===== config.mk =====
export PLATFORM = sky130hd
export DESIGN_NAME = i2c_reg_slave
export DESIGN_NICKNAME = d
export VERILOG_FILES = /design/src/rtl/i2cslv_pkg.sv /design/src/rtl/i2cslv_regfile.sv /design/src/rtl/i2cslv_ctrl.sv /design/src/rtl/i2c_reg_slave.sv
export SDC_FILE = /design/constraint.sdc
export NUM_CORES = 1
export LEC_CHECK = 0
export BUFFER_PORTS_ARGS = -buffer_cell sky130_fd_sc_hd__buf_2
export CORE_ASPECT_RATIO = 0.7
export CORE_MARGIN = 10
export CORE_UTILIZATION = 55
export CTS_BUF_LIST = sky130_fd_sc_hd__clkbuf_2
export DETAILED_ROUTE_END_ITERATION = 16
export GPL_ROUTABILITY_DRIVEN = 0
export PLACE_DENSITY = 0.8
export SYNTH_ARGS = -nofsm -noshare
export SYNTH_HDL_FRONTEND = slang
export SYNTH_SLANG_ARGS = --single-unit

===== constraint.sdc =====
create_clock -name clk -period 3.1 [get_ports clk]
set_input_delay 0.62 -clock clk [delete_from_list [all_inputs] [get_ports clk]]
set_output_delay 0.62 -clock clk [all_outputs]
set_load 0.005 [all_outputs]

===== src/rtl/i2cslv_pkg.sv =====
package i2cslv_pkg;

  // Strobes from the bus controller to the register datapath
  typedef struct packed {
    logic       ptrLoad;  // load pointer from data
    logic       wrEn;     // write data at pointer, then advance
    logic       rdAdv;    // read byte taken at pointer, then advance
    logic [7:0] data;
  } dpStrobe_t;

  typedef enum logic [2:0] {
    ST_IDLE,
    ST_RX,
    ST_RXACK,
    ST_TX,
    ST_TXACK
  } busState_t;

  typedef enum logic [1:0] {
    ROLE_ADDR,
    ROLE_PTR,
    ROLE_WDATA
  } rxRole_t;

endpackage


===== src/rtl/i2cslv_regfile.sv =====
module i2cslv_regfile
  import i2cslv_pkg::*;
#(
  parameter int NCTRL = 3,
  parameter int NSTAT = 6,
  parameter logic [NCTRL*8-1:0] CTRL_MASK = 24'h0F3FFF
) (
  input  logic                 clk,
  input  logic                 rstN,
  input  dpStrobe_t            strb,
  input  logic [NSTAT*8-1:0]   statIn,
  output logic [NCTRL*8-1:0]   ctrlOut,
  output logic [7:0]           rdByte
);

  localparam int NREG  = NCTRL + NSTAT;
  localparam int PTR_W = $clog2(NREG);

  logic [PTR_W-1:0] ptr;
  logic [PTR_W-1:0] ldVal;
  logic [PTR_W-1:0] ptrNext;
  logic [7:0]       regView [NREG];

  assign ldVal   = strb.data[PTR_W-1:0];
  assign ptrNext = (int'(ptr) == NREG - 1) ? '0 : ptr + 1'b1;

  always_ff @(posedge clk or negedge rstN) begin
    if (!rstN) begin
      ptr <= '0;
    end else if (strb.ptrLoad) begin
      ptr <= (int'(ldVal) >= NREG) ? '0 : ldVal;
    end else if (strb.wrEn || strb.rdAdv) begin
      ptr <= ptrNext;
    end
  end

  // Control registers: reserved bits never stored
  for (genvar i = 0; i < NCTRL; i++) begin : g_ctrl
    logic [7:0] ctrlQ;
    always_ff @(posedge clk or negedge rstN) begin
      if (!rstN) begin
        ctrlQ <= '0;
      end else if (strb.wrEn && (ptr == PTR_W'(i))) begin
        ctrlQ <= strb.data & CTRL_MASK[i*8 +: 8];
      end
    end
    assign ctrlOut[i*8 +: 8] = ctrlQ;
    assign regView[i]        = ctrlQ;
  end

  // Status registers: read-only view of the inputs
  for (genvar j = 0; j < NSTAT; j++) begin : g_stat
    assign regView[NCTRL + j] = statIn[j*8 +: 8];
  end

  always_comb begin
    rdByte = '0;
    for (int k = 0; k < NREG; k++) begin
      if (ptr == PTR_W'(k)) rdByte = regView[k];
    end
  end

endmodule


===== src/rtl/i2cslv_ctrl.sv =====
module i2cslv_ctrl
  import i2cslv_pkg::*;
#(
  parameter logic [6:0] SLV_ADDR  = 7'b0010010,
  parameter int         FILT_TAPS = 5,
  parameter int         HOLD_CYC  = 4
) (
  input  logic       clk,
  input  logic       rstN,
  input  logic       sclIn,
  input  logic       sdaIn,
  input  logic [7:0] rdByte,
  output dpStrobe_t  strb,
  output logic       sdaOe
);

  localparam int HALF = FILT_TAPS / 2;
  localparam int HC_W = $clog2(HOLD_CYC + 1);

  // Synchronise, majority-filter, edge-detect
  logic [1:0]           sclSync, sdaSync;
  logic [FILT_TAPS-1:0] sclHist, sdaHist;
  logic                 sclF, sdaF, sclP, sdaP;

  always_ff @(posedge clk or negedge rstN) begin
    if (!rstN) begin
      sclSync <= '1;
      sdaSync <= '1;
      sclHist <= '1;
      sdaHist <= '1;
      sclF    <= 1'b1;
      sdaF    <= 1'b1;
      sclP    <= 1'b1;
      sdaP    <= 1'b1;
    end else begin
      sclSync <= {sclSync[0], sclIn};
      sdaSync <= {sdaSync[0], sdaIn};
      sclHist <= {sclHist[FILT_TAPS-2:0], sclSync[1]};
      sdaHist <= {sdaHist[FILT_TAPS-2:0], sdaSync[1]};
      sclF    <= ($countones(sclHist) > HALF);
      sdaF    <= ($countones(sdaHist) > HALF);
      sclP    <= sclF;
      sdaP    <= sdaF;
    end
  end

  logic sclRise, sclFall, startEv, stopEv;
  assign sclRise = sclF & ~sclP;
  assign sclFall = ~sclF & sclP;
  assign startEv = sclF & sclP & sdaP & ~sdaF;
  assign stopEv  = sclF & sclP & ~sdaP & sdaF;

  // Byte-level state machine
  busState_t  st;
  rxRole_t    role;
  logic [3:0] bitCnt;
  logic [7:0] shReg;
  logic       isRead;
  logic       mAckd;
  logic       byteDone;
  logic       addrHit;

  assign byteDone = (st == ST_RX) && sclFall && (bitCnt == 4'd8);
  assign addrHit  = (shReg[7:1] == SLV_ADDR);

  always_comb begin
    strb = '0;
    strb.data = shReg;
    if (!startEv && !stopEv) begin
      if (byteDone && role == ROLE_PTR)   strb.ptrLoad = 1'b1;
      if (byteDone && role == ROLE_WDATA) strb.wrEn    = 1'b1;
      if (sclFall && ((st == ST_RXACK && isRead) || (st == ST_TXACK && mAckd)))
        strb.rdAdv = 1'b1;
    end
  end

  always_ff @(posedge clk or negedge rstN) begin
    if (!rstN) begin
      st     <= ST_IDLE;
      role   <= ROLE_ADDR;
      bitCnt <= '0;
      shReg  <= '0;
      isRead <= 1'b0;
      mAckd  <= 1'b0;
    end else if (startEv) begin
      st     <= ST_RX;
      role   <= ROLE_ADDR;
      bitCnt <= '0;
      isRead <= 1'b0;
    end else if (stopEv) begin
      st <= ST_IDLE;
    end else begin
      unique case (st)
        ST_RX: begin
          if (sclRise) begin
            shReg  <= {shReg[6:0], sdaF};
            bitCnt <= bitCnt + 4'd1;
          end else if (byteDone) begin
            bitCnt <= '0;
            unique case (role)
              ROLE_ADDR: begin
                if (addrHit) begin
                  st     <= ST_RXACK;
                  isRead <= shReg[0];
                  role   <= ROLE_PTR;
                end else begin
                  st <= ST_IDLE;
                end
              end
              ROLE_PTR: begin
                st   <= ST_RXACK;
                role <= ROLE_WDATA;
              end
              default: st <= ST_RXACK;
            endcase
          end
        end
        ST_RXACK: begin
          if (sclFall) begin
            if (isRead) begin
              st     <= ST_TX;
              shReg  <= rdByte;
              bitCnt <= '0;
            end else begin
              st <= ST_RX;
            end
          end
        end
        ST_TX: begin
          if (sclFall) begin
            if (bitCnt == 4'd7) begin
              st <= ST_TXACK;
            end else begin
              shReg  <= {shReg[6:0], 1'b0};
              bitCnt <= bitCnt + 4'd1;
            end
          end
        end
        ST_TXACK: begin
          if (sclRise) begin
            mAckd <= ~sdaF;
          end else if (sclFall) begin
            if (mAckd) begin
              st     <= ST_TX;
              shReg  <= rdByte;
              bitCnt <= '0;
            end else begin
              st <= ST_IDLE;
            end
          end
        end
        default: ;
      endcase
    end
  end

  // SDA driver: update a fixed delay after each SCL fall
  logic            driveReq;
  logic [HC_W-1:0] holdCnt;

  assign driveReq = (st == ST_RXACK) || ((st == ST_TX) && !shReg[7]);

  always_ff @(posedge clk or negedge rstN) begin
    if (!rstN) begin
      holdCnt <= '0;
      sdaOe   <= 1'b0;
    end else begin
      if (sclFall)               holdCnt <= HC_W'(HOLD_CYC);
      else if (holdCnt != '0)    holdCnt <= holdCnt - 1'b1;
      if (startEv || stopEv)          sdaOe <= 1'b0;
      else if (holdCnt == HC_W'(1))   sdaOe <= driveReq;
    end
  end

endmodule


===== src/rtl/i2c_reg_slave.sv =====
module i2c_reg_slave
  import i2cslv_pkg::*;
#(
  parameter logic [6:0]          SLV_ADDR  = 7'b0010010,
  parameter int                  NCTRL     = 3,
  parameter int                  NSTAT     = 6,
  parameter logic [NCTRL*8-1:0]  CTRL_MASK = 24'h0F3FFF,
  parameter int                  FILT_TAPS = 5,
  parameter int                  HOLD_CYC  = 4
) (
  input  logic               clk,
  input  logic               rstN,
  input  logic               sclIn,
  input  logic               sdaIn,
  output logic               sdaOe,
  output logic [NCTRL*8-1:0] ctrlOut,
  input  logic [NSTAT*8-1:0] statIn
);

  dpStrobe_t  strb;
  logic [7:0] rdByte;

  i2cslv_ctrl #(
    .SLV_ADDR (SLV_ADDR),
    .FILT_TAPS(FILT_TAPS),
    .HOLD_CYC (HOLD_CYC)
  ) u_ctrl (
    .clk   (clk),
    .rstN  (rstN),
    .sclIn (sclIn),
    .sdaIn (sdaIn),
    .rdByte(rdByte),
    .strb  (strb),
    .sdaOe (sdaOe)
  );

  i2cslv_regfile #(
    .NCTRL    (NCTRL),
    .NSTAT    (NSTAT),
    .CTRL_MASK(CTRL_MASK)
  ) u_regs (
    .clk    (clk),
    .rstN   (rstN),
    .strb   (strb),
    .statIn (statIn),
    .ctrlOut(ctrlOut),
    .rdByte (rdByte)
  );

endmodule


# Yosys cells after proc, flatten, opt, wreduce, memory -nomap -nowiden
# Cells that the tools add are included.
op_classes:
  add_sub_neg: 11
  order_cmp: 3
  n_eq_ne: 45
  mux: 70
  bitwise_logic: 13
  reduce_logical: 39
op_table:
  columns: ["operator", "count"]
  rows:
  - ["$mux W8", 17]
  - ["$add A32 B1 Y32", 2]
  - ["$add A32 B32 Y32", 2]
  - ["$gt A32 B3 Y1 const B", 2]
  - ["$mux W4", 15]
  - ["$mux W3", 12]
  - ["$pmux W8 S4", 1]
  - ["$ne A4 B1 Y1 const B", 6]
  - ["$eq A4 B3 Y1 const B", 5]
  - ["$mux W2", 10]
  - ["$ne A3 B1 Y1 const B", 6]
  - ["$pmux W4 S4", 1]
  - ["$ne A2 B1 Y1 const B", 7]
  - ["$reduce_bool A2 Y1", 7]
  - ["$eq A4 B4 Y1 const B", 3]
  - ["$logic_and A1 B1 Y1", 12]
  - ["$mux W1", 12]
  - ["$pmux W3 S4", 1]
  - ["$reduce_and A6 Y1", 2]
  - ["$reduce_and A11 Y1", 1]
  - ["$reduce_and A10 Y1", 1]
  - ["$add A1 B1 Y2", 4]
  - ["$add A4 B1 Y4 const B", 2]
  - ["$eq A4 B2 Y1 const B", 2]
  - ["26 further kinds", 48]
word_totals:
  ff_bits: 63
  inputBits: 52
  output_inout_bits: 25
  elab_cells: 201

# Depth between registers and ports, before layout
depth:
  word_depth: 14
  mapped_depth: 9
  mapped_depth_nobuf: 7

# By module
# From an unflattened synthesis, not the netlist that was laid out.
unflattened:
  hier_cells: 396
  area_unflattened_um2: 3981.3
modules_own_cells:
  columns: ["mod", "instances", "cells_per_inst", "area_each_um2", "seq_area_each_um2"]
  rows:
  - ["i2cslv_ctrl", 1, 189, 2153.3, 1048.5]
  - ["i2cslv_regfile", 1, 207, 1828.0, 550.5]

# Worst setup path after synthesis
# Ideal clock, no wire load.
synth_timing:
  path_type: "flip-flop to flip-flop"
  from: "register u_ctrl.st[1]"
  to: "register u_ctrl.isRead"
  setup_time_ns: 0.135
  arrival_time_ns: 1.979
  t_required_ns: 2.965
  slack_ns: 0.986
  path_stages_with_launch: 7
  n_path_buf: 1
  path_cell_list: "dfrtp_1 -> buf_6 -> or3b_4 -> or4_1 -> or4_4 -> mux2i_1 -> nor2_1"
synth_between:
  elab_chain_len: 5
  elab_cells_between_ends: 6
  classes_between: "eq/ne: 1; reduce/logical: 5"
synth_lines:
  columns: ["element", "line_no", "text"]
  rows:
  - ["from (decl)", "i2cslv_ctrl.sv:54", "busState_t st;"]
  - ["from (signal assigned)", "i2cslv_ctrl.sv:79", "st <= ST_IDLE;"]
  - ["from (signal assigned)", "i2cslv_ctrl.sv:86", "st <= ST_RX;"]
  - ["from (signal assigned)", "i2cslv_ctrl.sv:91", "st <= ST_IDLE;"]
  - ["$eq A3 B1 Y1 *", "i2cslv_ctrl.sv:63, i2cslv_ctrl.sv:93", null]
  - ["$logic_and A1 B1 Y1 (2 in series)", "i2cslv_ctrl.sv:63", "assign byteDone = (st == ST_RX) && sclFall && (bitCnt == 4'd8);"]
  - ["$reduce_bool A2 Y1 (no source line)", null, null]
  - ["$reduce_and A6 Y1 (no source line) *", null, null]
  - ["to (signal assigned)", "i2cslv_ctrl.sv:104", "isRead <= shReg[0];"]
  - ["to (decl)", "i2cslv_ctrl.sv:58", "logic isRead;"]
# Mark *: on every way between the ends. The rest lies on a longest branch, timed or not.
# A chain may end at the register's enable or synchronous reset.

# Worst setup path after layout
layout_timing:
  from: "register u_regs.ptr[1]"
  to: "register u_ctrl.shReg[5]"
layout_between:
  elab_chain_len: 14
  elab_cells_between_ends: 24
  classes_between: "eq/ne: 8; mux: 15; reduce/logical: 1"
layout_lines:
  columns: ["element", "line_no", "text"]
  rows:
  - ["from (decl)", "i2cslv_regfile.sv:19", "logic [PTR_W-1:0] ptr;"]
  - ["from (signal assigned)", "i2cslv_regfile.sv:31", "ptr <= (int'(ldVal) >= NREG) ? '0 : ldVal;"]
  - ["from (signal assigned)", "i2cslv_regfile.sv:33", "ptr <= ptrNext;"]
  - ["$logic_not A4 Y1", "i2cslv_regfile.sv:59", "if (ptr == PTR_W'(k)) rdByte = regView[k];"]
  - ["$mux W8 (8 in series)", "i2cslv_regfile.sv:59", null]
  - ["$mux W8 *", "i2cslv_regfile.sv:59", null]
  - ["$mux W8", "i2cslv_ctrl.sv:143", "if (mAckd) begin"]
  - ["$mux W8", "i2cslv_ctrl.sv:142", "end else if (sclFall) begin"]
  - ["$mux W8", "i2cslv_ctrl.sv:140", "if (sclRise) begin"]
  - ["$pmux W8 S4 *", "i2cslv_ctrl.sv:93", "unique case (st)"]
  - ["to (signal assigned)", "i2cslv_ctrl.sv:96", "shReg <= {shReg[6:0], sdaF};"]
  - ["to (signal assigned)", "i2cslv_ctrl.sv:134", "shReg <= {shReg[6:0], 1'b0};"]
  - ["to (signal assigned)", "i2cslv_ctrl.sv:145", "shReg <= rdByte;"]
  - ["to (decl)", "i2cslv_ctrl.sv:57", "logic [7:0] shReg;"]
# Mark *: on every way between the ends. The rest lies on a longest branch, timed or not. The select of a mux whose other input is x is not followed.

==> flow_summary.yaml <==
critical_path:
  cp-end-kind: "flop"
  path_max_fanout: 11
  path_class: "flop to flop"
  startpoint_type: "flop"
  critPathRequiredTime_ns: 3.51
  arrival_ns: 2.85
finish:
  stdcell_area_mm2: 0.004292
  finalCoreUtilization: 0.6411
  diodes: 0
  syn_to_final_growth_pct: 14.75
  drive_gt1_frac: 0.2950
  fill_cells: 559
  final_net_count: 525
logic_synthesis:
  yosysMostFrequentCell: "dfrtp_1"
  netlist_area_mm2: 0.003740
  synth_xor_area_frac: 0.007026
  ys.flop_type: "dfrtp_1"
  syn_inst: 384
  ys_ff_latch: 63
  async_reset_ff_frac: 1.000
  synth_top_family_by_area: "compound AO/OA/AOI/OAI gates"
  yosys.area_share.adder: 0.06490
  yosys.area_share.simple: 0.1690
  synth_common_cells: "dfrtp_1 (45), inv_1 (28), nand2_1 (28)"
  yosysWarnings: 0
  synth-edff-count: 0
  yosys.cell_types.count: 60
  synth_compound_area_frac: 0.2064
  yosys-top-cells-area: "dfrtp_1 (30%), dfstp_2 (13%), mux2_2 (4.8%), ha_1 (4.3%), a21oi_1 (2.8%)"
  synthMuxAreaShare: 0.06424
  synth_top_area_frac: 0.3011
  synth_area_leader_cell: "dfrtp_1"
  ys_seq_area_frac: 0.4276
  synth_area_per_cell_um2: 9.739
floorplan:
  rows: 25
  start_util: 0.5587
  die_y_um: 88.99
  io_pins: 77
  die_w_um: 118.6
  core_mm2: 0.006694
  die_area_mm2: 0.01055
grt:
  busiest_layer: "met2"
  use_met2: 0.2825
  grt_overflow: 0
  gr-usage-met1: 0.2638
  grt_usage: 0.1950
  grt_pass1_wl_um: 16550
  antenna_found_initial: 0
  grt_pass1_vias: 3287
  grt_max_degree: 29
  global_route.usage.met3: 0.07508
sta:
  finalCriticalPeriod_ns: 2.441
  slew_violations: 0
  setup-tns-final_ns: 0
  rsz0062_at_grt: "no"
  max_slew.worst_pin.slew_ns: 0.6795
  slew_headroom: 0.5470
  timing.final.hold_violations: 0
  finalClockSkew_ns: 0.03527
  setup_viol: 0
  fin_crit_sh: 0.7875
  fmax_mhz: 409.6
routing:
  finalWirelength_um: 10520
  ant_nets: 0
  drt_iter0_drc: 327
  routed_via_density: 6.234
  drc: 0
  wire_per_inst_um: 18.96
  dr.pass1.iters: 5
  vias: 3460
worst_hold_path:
  hold_path.class: "input pin to asynchronous set/reset pin"
clocking:
  cts_setup_buffers: 0
  htreeDepth: 3
  ctsResizeCount: 0
  cts_tree: "done"
  holdBufCountCts: 0
  clkTransAtPathRegs_ns: 0.23
  cts_buffers: 9
  insertion_delay_ns: 0.53
  cts-root-buf: "clkbuf_2"
  cts_sinks: 63
  clock_path_buffers: 2
power_and_ir_drop:
  finalPower_w: 0.002223
  power.leakage_nw: 2.038
  powerDensity_mw_per_mm2: 518.0
  ir_drop_mv: 0.3431
placement:
  postPlaceCellArea_mm2: 0.004168
  dp_hpwl_um: 8166
  port_buffers: 70
outcome:
  status: "completed"
job:
  cap_violations: 0
==> worst max-delay path, cell delays in order (launching register included) <==
cell and delay (ns):
dfrtp_1 0.48, inv_1 0.11, ha_1 0.37, buf_4 0.25, o21ai_0 0.11, a221o_1 0.36
a221oi_1 0.47, o22ai_1 0.16
==> area by class of cell <==
cell class | instances | area [um^2] | area share
inverter | 28 | 105.1 | 0.02449
timing repair buffer | 78 | 410.4 | 0.09563
sequential | 63 | 1599 | 0.3726
clock inverter | 7 | 78.83 | 0.01837
clock buffer | 9 | 45.04 | 0.01050
tap | 94 | 117.6 | 0.02741
multi-input combinational | 276 | 1936 | 0.4510
==> where the power goes <==
part | switching [W] | internal (W)
Clock | 0.000346 | 0.000197
Combinational | 0.000306 | 0.000243
Sequential | 0.000177 | 0.000954
Total | 0.000829 | 0.00139
==> metrics by stage <==
step | hold slack, ns | instances | setup slack [ns]
floorplan | 0.3244 | 389 | 0.9858
global placement | 0.3466 | 539 | 0.8371
detailed placement | 0.3476 | 539 | 0.7823
CTS | 0.05456 | 555 | 0.7271
global route | 0.04231 | 555 | 0.4926
finish | 0.06566 | 555 | 0.6588
==> layout by cell type (no fill, tap or decap), types with 4 or more instances in the layout <==
master and n:
buf_2 70, dfrtp_1 45, inv_1 28, nand2_1 28, nor2_1 25, o21ai_0 21, a21oi_1 21, dfstp_2 18
mux2_2 16, nor2b_1 14, ha_1 13, o22ai_1 10, a31oi_1 9, a221oi_1 9, clkbuf_2 9, nand3_1 8
buf_4 8, nand2b_1 7, nand4_1 6, mux2i_1 6, conb_1 6, nor3b_1 5, o211ai_1 5, o21a_1 5
o31ai_1 5, a32oi_1 4, fa_1 4
==> metal layers <==
layer / routed length, um / up-vias
met3: 1329 / 28
met1: 4486 / 1650
met4: 157 / 0
met2: 4550 / 237
li1: - / 1545
met5: 0 / -
==> state kept, by name (all words and copies together), names as in the netlist, 3 cells and up <==
name and cells:
u_ctrl.holdCnt 3, u_ctrl.bitCnt 4, u_ctrl.st 3, u_ctrl.sdaHist 5, u_ctrl.shReg 8, u_ctrl.sclHist 5
u_regs.g_ctrl.ctrlQ 18, u_regs.ptr 4
==> cells by family after synthesis <==
family / after synthesis
xor gates and xnor gates: 3
buffers and inverters: 50
DFF: 63
adders and majority gates: 17
AOI/OAI and AO/OA: 113
muxes: 22
and+or+nand+nor: 115
other: 1
==> final timing paths <==
kind                                                to  cells after the start  slack (ns)                        start
min in group clk           u_ctrl.sdaSync[0]$_DFF_PN1_                      1        0.16                        sdaIn
setup / recovery           u_ctrl.shReg[5]$_DFFE_PN0P_                      7        0.66    u_regs.ptr[1]$_DFFE_PN0P_
hold / removal               u_regs.ptr[2]$_DFFE_PN0P_                      1        0.07                         rstN
setup reg to reg           u_ctrl.shReg[5]$_DFFE_PN0P_                      7        0.66    u_regs.ptr[1]$_DFFE_PN0P_
max in group asynchronous        u_ctrl.sdaF$_DFF_PN1_                      2        2.25                         rstN
hold reg to reg            u_ctrl.sdaSync[1]$_DFF_PN1_                      0        0.37  u_ctrl.sdaSync[0]$_DFF_PN1_
No activity file was read; power rests on OpenSTA's default activity.
